`src/rtl/mdrv_pkg.sv`:
```
package mdrv_pkg;
  localparam int ADDR_W   = 3;
  localparam int DATA_W   = 5;
  localparam int WORD_W   = ADDR_W + DATA_W;
  localparam int NREG     = 1 << ADDR_W;
  localparam int CLR_ADDR = NREG - 1;
  localparam int CLR_BIT  = 0;
  localparam logic [DATA_W-1:0] CLR_MASK = DATA_W'(1) << CLR_BIT;

  typedef enum logic [1:0] {
    DRV_OFF   = 2'b00,
    DRV_FWD   = 2'b01,
    DRV_REV   = 2'b10,
    DRV_BRAKE = 2'b11
  } drv_state_e;
endpackage

```
`src/rtl/mdrv_rst_sync.sv`:
```
module mdrv_rst_sync #(
  parameter int STAGES = 2
) (
  input  logic clk,
  input  logic rst_n_i,
  output logic rst_n_o
);
  logic [STAGES-1:0] chain_q;
  logic [STAGES-1:0] chain_d;

  always_comb begin
    chain_d = {chain_q[STAGES-2:0], 1'b1};
  end

  always_ff @(posedge clk or negedge rst_n_i) begin
    if (!rst_n_i) chain_q <= '0;
    else          chain_q <= chain_d;
  end

  assign rst_n_o = chain_q[STAGES-1];
endmodule

```
`src/rtl/mdrv_sync.sv`:
```
module mdrv_sync #(
  parameter int W      = 1,
  parameter int STAGES = 2
) (
  input  logic         clk,
  input  logic         rst_n,
  input  logic [W-1:0] d_i,
  output logic [W-1:0] q_o
);
  logic [W-1:0] stg_q [STAGES];

  for (genvar s = 0; s < STAGES; s++) begin : g_stage
    logic [W-1:0] stg_d;
    if (s == 0) begin : g_first
      assign stg_d = d_i;
    end else begin : g_next
      assign stg_d = stg_q[s-1];
    end
    always_ff @(posedge clk or negedge rst_n) begin
      if (!rst_n) stg_q[s] <= '0;
      else        stg_q[s] <= stg_d;
    end
  end

  assign q_o = stg_q[STAGES-1];
endmodule

```
`src/rtl/mdrv_shift_rx.sv`:
```
module mdrv_shift_rx #(
  parameter int WORD_W = 8
) (
  input  logic              clk,
  input  logic              rst_n,
  input  logic              cs_s,
  input  logic              sck_s,
  input  logic              sdi_s,
  output logic              word_vld,
  output logic [WORD_W-1:0] word_o
);
  localparam int CNT_MAX = WORD_W + 1;
  localparam int CNT_W   = $clog2(CNT_MAX + 1);

  logic              sck_q, cs_q;
  logic [WORD_W-1:0] sh_q, sh_d;
  logic [CNT_W-1:0]  cnt_q, cnt_d;
  logic              sck_rise, cs_fall, sh_en, cnt_en;

  always_comb begin
    sck_rise = sck_s & ~sck_q;
    cs_fall  = cs_q & ~cs_s;
    sh_en    = cs_s & sck_rise;
    sh_d     = {sh_q[WORD_W-2:0], sdi_s};
    cnt_en   = ~cs_s | (sh_en & (cnt_q != CNT_W'(CNT_MAX)));
    if (!cs_s) cnt_d = '0;
    else       cnt_d = cnt_q + CNT_W'(1);
  end

  always_ff @(posedge clk or negedge rst_n) begin
    if (!rst_n) begin
      sck_q <= 1'b0;
      cs_q  <= 1'b0;
    end else begin
      sck_q <= sck_s;
      cs_q  <= cs_s;
    end
  end

  always_ff @(posedge clk or negedge rst_n) begin
    if (!rst_n)     sh_q <= '0;
    else if (sh_en) sh_q <= sh_d;
  end

  always_ff @(posedge clk or negedge rst_n) begin
    if (!rst_n)      cnt_q <= '0;
    else if (cnt_en) cnt_q <= cnt_d;
  end

  assign word_vld = cs_fall & (cnt_q == CNT_W'(WORD_W));
  assign word_o   = sh_q;
endmodule

```
`src/rtl/mdrv_regfile.sv`:
```
module mdrv_regfile
  import mdrv_pkg::*;
(
  input  logic                     clk,
  input  logic                     rst_n,
  input  logic                     wr_en,
  input  logic [ADDR_W-1:0]        wr_addr,
  input  logic [DATA_W-1:0]        wr_data,
  output logic [NREG*DATA_W-1:0]   regs_flat
);
  logic soft_clr;

  always_comb begin
    soft_clr = wr_en & (wr_addr == ADDR_W'(CLR_ADDR)) & wr_data[CLR_BIT];
  end

  for (genvar i = 0; i < NREG; i++) begin : g_reg
    logic [DATA_W-1:0] q, d;
    logic              en;
    always_comb begin
      en = soft_clr | (wr_en & (wr_addr == ADDR_W'(i)));
      if (soft_clr)           d = '0;
      else if (i == CLR_ADDR) d = wr_data & ~CLR_MASK;
      else                    d = wr_data;
    end
    always_ff @(posedge clk or negedge rst_n) begin
      if (!rst_n)  q <= '0;
      else if (en) q <= d;
    end
    assign regs_flat[i*DATA_W +: DATA_W] = q;
  end
endmodule

```
`src/rtl/mdrv_serial_cfg.sv`:
```
module mdrv_serial_cfg
  import mdrv_pkg::*;
#(
  parameter int SYNC_STAGES = 2,
  parameter int RST_STAGES  = 2
) (
  input  logic       clk,
  input  logic       rst_n,
  input  logic       cs_i,
  input  logic       sck_i,
  input  logic       sdi_i,
  output logic [4:0] cfg0_o,
  output logic [4:0] cfg1_o,
  output logic [1:0] ch12_en_o,
  output logic [1:0] ch3_state_o,
  output logic       ch4_ser_o,
  output logic [3:0] lvl12_o,
  output logic       fs12_o,
  output logic [3:0] lvl3_o,
  output logic       fs3_o,
  output logic [3:0] lvl4_o,
  output logic       fs4_o,
  output logic [3:0] lvl5_o,
  output logic       par_sel_o,
  output logic       pwr_on_o,
  output logic [2:0] ind_en_o
);
  logic                   rst_n_q;
  logic                   cs_s, sck_s, sdi_s;
  logic                   word_vld;
  logic [WORD_W-1:0]      rx_word;
  logic [NREG*DATA_W-1:0] regs_flat;
  logic [DATA_W-1:0]      rv [NREG];
  drv_state_e             ch3_state;
  logic                   unused_clr_bit;

  mdrv_rst_sync #(.STAGES(RST_STAGES)) u_rst (
    .clk     (clk),
    .rst_n_i (rst_n),
    .rst_n_o (rst_n_q)
  );

  mdrv_sync #(.W(3), .STAGES(SYNC_STAGES)) u_sync (
    .clk   (clk),
    .rst_n (rst_n_q),
    .d_i   ({cs_i, sck_i, sdi_i}),
    .q_o   ({cs_s, sck_s, sdi_s})
  );

  mdrv_shift_rx #(.WORD_W(WORD_W)) u_rx (
    .clk      (clk),
    .rst_n    (rst_n_q),
    .cs_s     (cs_s),
    .sck_s    (sck_s),
    .sdi_s    (sdi_s),
    .word_vld (word_vld),
    .word_o   (rx_word)
  );

  mdrv_regfile u_rf (
    .clk       (clk),
    .rst_n     (rst_n_q),
    .wr_en     (word_vld),
    .wr_addr   (rx_word[WORD_W-1 -: ADDR_W]),
    .wr_data   (rx_word[DATA_W-1:0]),
    .regs_flat (regs_flat)
  );

  for (genvar i = 0; i < NREG; i++) begin : g_view
    assign rv[i] = regs_flat[i*DATA_W +: DATA_W];
  end

  assign ch3_state      = drv_state_e'(rv[2][2:1]);
  assign unused_clr_bit = rv[CLR_ADDR][CLR_BIT];

  assign cfg0_o      = rv[0];
  assign cfg1_o      = rv[1];
  assign ch12_en_o   = rv[2][4:3];
  assign ch3_state_o = ch3_state;
  assign ch4_ser_o   = rv[2][0];
  assign lvl12_o     = rv[3][4:1];
  assign fs12_o      = rv[3][0];
  assign lvl3_o      = rv[4][4:1];
  assign fs3_o       = rv[4][0];
  assign lvl4_o      = rv[5][4:1];
  assign fs4_o       = rv[5][0];
  assign lvl5_o      = rv[6][4:1];
  assign par_sel_o   = rv[6][0];
  assign pwr_on_o    = rv[7][4];
  assign ind_en_o    = {rv[7][1], rv[7][2], rv[7][3]};
endmodule

```
`config.mk`:
```
export PLATFORM = sky130hd
export DESIGN_NAME = mdrv_serial_cfg
export DESIGN_NICKNAME = d
export VERILOG_FILES = /design/src/rtl/mdrv_pkg.sv /design/src/rtl/mdrv_rst_sync.sv /design/src/rtl/mdrv_sync.sv /design/src/rtl/mdrv_shift_rx.sv /design/src/rtl/mdrv_regfile.sv /design/src/rtl/mdrv_serial_cfg.sv
export SDC_FILE = /design/constraint.sdc
export NUM_CORES = 1
export LEC_CHECK = 0
export ABC_AREA = 1
export BUFFER_PORTS_ARGS = -buffer_cell sky130_fd_sc_hd__buf_2
export CORE_MARGIN = 10
export CORE_UTILIZATION = 41
export DETAILED_ROUTE_END_ITERATION = 6
export PLACE_DENSITY = 0.61
export SLEW_MARGIN = 10
export SYNTH_ARGS = -nofsm -noshare
export SYNTH_HDL_FRONTEND = slang
export SYNTH_SLANG_ARGS = --single-unit
```
`constraint.sdc`:
```
create_clock -name clk -period 4.64 [get_ports clk]
set_input_delay 0.464 -clock clk [delete_from_list [all_inputs] [get_ports clk]]
set_output_delay 0.464 -clock clk [all_outputs]
set_load 0.1 [all_outputs]
```
==> summary by stage <==
Hold path
In this run the worst hold path is classified as input port to flop. The worst hold path endpoint is u_sync.g_stage[1].stg_d[2]. The critical hold path startpoint is cs_i. Along the worst hold path, the cell count comes to 1.

Yosys
After Yosys synthesis, full adders, half adders and majority gates account for 1.42% of the synthesized area. The xor and xnor fraction of the mapped netlist area is 0.664%. The number of nets produced by synthesis is 290. The number of warnings reported in the yosys synthesis log is 0.

After synthesis the netlist holds a flip-flop and latch count of 61. Of all cell types, the one taking the most synthesized area is dfrtp_1. The largest family of logic cells by synthesized area is simple AND/OR/NAND/NOR gates. The number of different library cells used by synthesis comes to 19. The post-synthesis sequential area ratio is 57.9%. Synthesis produced 282 cells. The portion of netlist area occupied by mux cells is 0%.

Summing the areas of all and, or, nand and nor instances in the mapped netlist gives 32.4% of the synthesized area. By area the synthesized netlist is led by dfrtp_1, nand3_1, nand2_1. The mean instance size in the synthesized netlist is 9.35 um^2. The area of the mapped netlist is 0.00264 mm^2.

The complex-gate fraction of the synthesized area is 1.71%. The share of the synthesized area in the top cell type is 57.9%.

Setup path
In this run the worst path has a maximum fanout of 58. The worst register-to-register path begins at u_rx.cnt_q[0]. The cell depth of the worst flop-to-flop path is 7. The worst setup path is launched from a flop. The category of the critical setup timing path is flop to flop. The worst flop-to-flop path endpoint is u_rf.g_reg[2].q[3].

The endpoint kind of the worst setup timing path is a flop. For flop-to-flop paths, the worst setup slack is 2.40 ns. The required time at the worst-slack endpoint is 4.86 ns.

Data arrives at the worst endpoint at 2.46 ns.

Power
The total power draw is 1.07 mW. The leakage power summed over all cells is 1.72 nW. The share of total power in sequential cells is 56.4%. Combinational logic burns 5.9% of the power. The fraction of power spent switching nets is 26.6%.

The internal portion of the total power is 0.784 mW. The clock network accounts for 37.7% of the total power. The power dissipated by switching net loads is 0.285 mW. For this design the ratio of total power to cell area is 350 mW/mm^2. IR analysis of the VDD net gives a maximum drop of 0.000223 V.

Timing
The maximum operating frequency is 446 MHz. After layout, the worst path uses 48.4% of the clock period. Setup slack on the critical path of the routed design comes to 2.40 ns. Summed over all failing endpoints, the final setup total negative slack is 0 ns.

The shortest clock period the worst path allows after layout is 2.24 ns. On the final layout, the worst hold slack is 0.238 ns. The number of endpoints failing setup at the final stage is 0.

The final number of max-transition violations is 0. The clock tree skew after final layout is 0.00550 ns. The transition time of the tightest slew-check pin is 0.971 ns. The number of hold violations in the final report is 0. Setup repair after global routing left no endpoint under its margin. In this run the tightest slew margin relative to its limit is 35.2%.

Place
Before CTS, the worst setup slack after placement is 2.37 ns. Detailed placement ended at an HPWL of 3770 um. The final estimated routing congestion in global placement is 0.849.

The number of buffers added on ports is 43. The placed cell count is 390.

Finish
The area growth from synthesis to final layout is 15.9%. The post-layout net count is 333. The post-route netlist has 22.9% of its cells at a drive strength greater than 1. The repair_antennas step left the layout with diodes totalling 0. The final instance count without filler cells is 405.

Flow run
The number of maximum-capacitance violations is 0.

GRT
The global-route wire length before repair is 9540 um. The maximum number of pins on one net before global-route repair is 60. The global-route usage over all layers is 11.8%. The initial antenna violation count is 0. The aggregate global routing overflow is 0. The via count of the first global-routing pass is 2010.

CTS
After clock tree synthesis, the clock-pin slew on the worst setup and hold paths is 0.07 ns. The count of cells resized by post-cts repair is 0. Buffers inserted to repair hold after CTS numbered 1. The root buffer cell is clkbuf_8. In this run the post-CTS setup repair buffer count came out at 0. The maximum root-to-sink buffer count is 2. The clock tree from TritonCTS is yes. The count of H-tree levels built during CTS is 3. Clock latency on the worst-skew pair, taken at its later pin, is 0.33 ns. The number of sinks on the clock net is 61.

The number of buffers created by CTS is 9.

Floorplanning
The initial standard-cell utilization of the core is 41.8%. The floorplan has 29 rows. The top-level I/O count is 44.

Measured along the y axis, the die boundary spans 100 um. The core outline area is 0.00631 mm^2. The die extent in x is 100 um.

The die covers 0.0100 mm^2.

Routing
The final routed DRC violation total is 0. The total number of vias is 1955. The final antenna-violating net count is 0. In the final routed layout, each cell accounts on average for 13.8 um. The first TritonRoute pass finished after 5 iterations. The post-detailed-route via-to-cell ratio is 4.83. The routed design has 5600 um of wire. For this block, the initial DRC count from the detailed router was 113.

Status
The flow ran to the end, and the final reports show no timing, DRC or antenna violations.
-- kinds of logic (layout without fill, tap and decap cells) --
kind of cell               Yosys count  count (layout)
xor gates and xnor gates             2               2
adders and majority gates            3               3
DFF                                 61              61
other                                1               1
buffers and inverters               33              79
and+or+nand+nor                    173             173
AOI/OAI and AO/OA                    9               9
-- state kept, by name, summed over array words and instances (netlist names) --
signal	count
u_rf.g.q	39
u_sync.g_stage.stg_d	3
u_rx.cs_q	1
u_rx.sck_q	1
u_rx.cnt_q	4
u_rx.word_o	8
u_sync.q_o	3
u_rst.chain_q	2
-- synthesized netlist by cell type --
| cell | instances |
|---|---|
| nand2_1 | 80 |
| nand3_1 | 77 |
| dfrtp_1 | 61 |
| inv_1 | 16 |
| o21ai_0 | 9 |
| nor2_4 | 7 |
| buf_2 | 5 |
| clkbuf_1 | 5 |
| inv_2 | 4 |
| buf_6 | 3 |
| ha_1 | 3 |
| nor2_1 | 3 |
| nand3_4 | 2 |
| xor2_1 | 2 |
| conb_1 | 1 |
| nand2_2 | 1 |
| nand3_2 | 1 |
| nor2_2 | 1 |
| nor2_8 | 1 |
-- metrics by stage --
step | cell area [um^2] | util [%]
3_3_place_gp | 2880 | 45.6
5_1_grt | 3050 | 48.4
6_report | 3050 | 48.4
3_5_place_dp | 2880 | 45.6
2_1_floorplan | 2640 | -
4_1_cts | 3050 | 48.4
-- how the worst max path moves through the flow --
stage	to	slack (ns)	from
after floorplan	u_rf.g_reg[0].q[0]	2.82	u_rst.chain_q[1]
after global placement	u_rf.g_reg[3].q[1]	2.40	u_rx.cnt_q[0]
after detailed placement	u_rf.g_reg[3].q[1]	2.37	u_rx.cnt_q[0]
after CTS	u_rf.g_reg[2].q[3]	2.36	u_rx.cnt_q[0]
after global routing	u_rf.g_reg[5].q[4]	2.07	u_rx.cnt_q[0]
final	u_rf.g_reg[2].q[3]	2.40	u_rx.cnt_q[0]
-- cell type report --
class / count / area, um^2
Clock buffer: 12 / 155
Clock inverter: 2 / 10.0
Fill cell: 628 / 3260
Inverter: 20 / 75.1
Multi-Input combinational cell: 188 / 957
Sequential cell: 61 / 1530
Tap cell: 77 / 96.3
Timing Repair Buffer: 45 / 233
-- placed cells by master (no fill, tap or decap) --
master         synthesis  routed
nor2_4                 7       7
nand3_4                2       2
nand2_1               80      80
conb_1                 1       1
ha_1                   3       3
dfrtp_2                0       1
xor2_1                 2       2
buf_4                  0       1
dlygate4sd3_1          0       1
inv_2                  4       4
nand2_2                1       1
nor2_2                 1       1
nand3_2                1       1
clkbuf_8               0      11
o21ai_0                9       9
clkbuf_1               5       1
inv_1                 16      16
nor2_1                 3       3
nand3_1               77      77
dfrtp_1               61      60
nor2_8                 1       1
clkinv_2               0       2
buf_2                  5      43
-- routing by layer --
| layer | track usage [%] | vias up | share of wire, % |
|---|---|---|---|
| met5 | 0 | - | 0 |
| met4 | 3.48 | 0 | 0.73 |
| met3 | 5.91 | 5 | 6.4 |
| met2 | 18.8 | 41 | 49 |
| met1 | 13.6 | 910 | 44 |
| li1 | - | 999 | - |
-- power groups by stage --
stage	Combinational [mW]	Clock (mW)	Sequential, mW
floorplan	0.0658	0	0.580
global placement	0.0624	0	0.609
detailed placement	0.0638	0	0.609
CTS	0.0647	0.420	0.599
global route	0.0745	0.441	0.605
finish	0.0631	0.404	0.603
-- worst max-delay path: stages, from the launching register on --
cell and delay (ns):
dfrtp_1 0.41, inv_1 0.10, ha_1 0.22, nand3_4 0.11, nor2_8 0.14, nand3_2 0.74, nand3_1 0.32, nand2_1 0.08
Note: power is estimated with default switching activity, not from simulation.
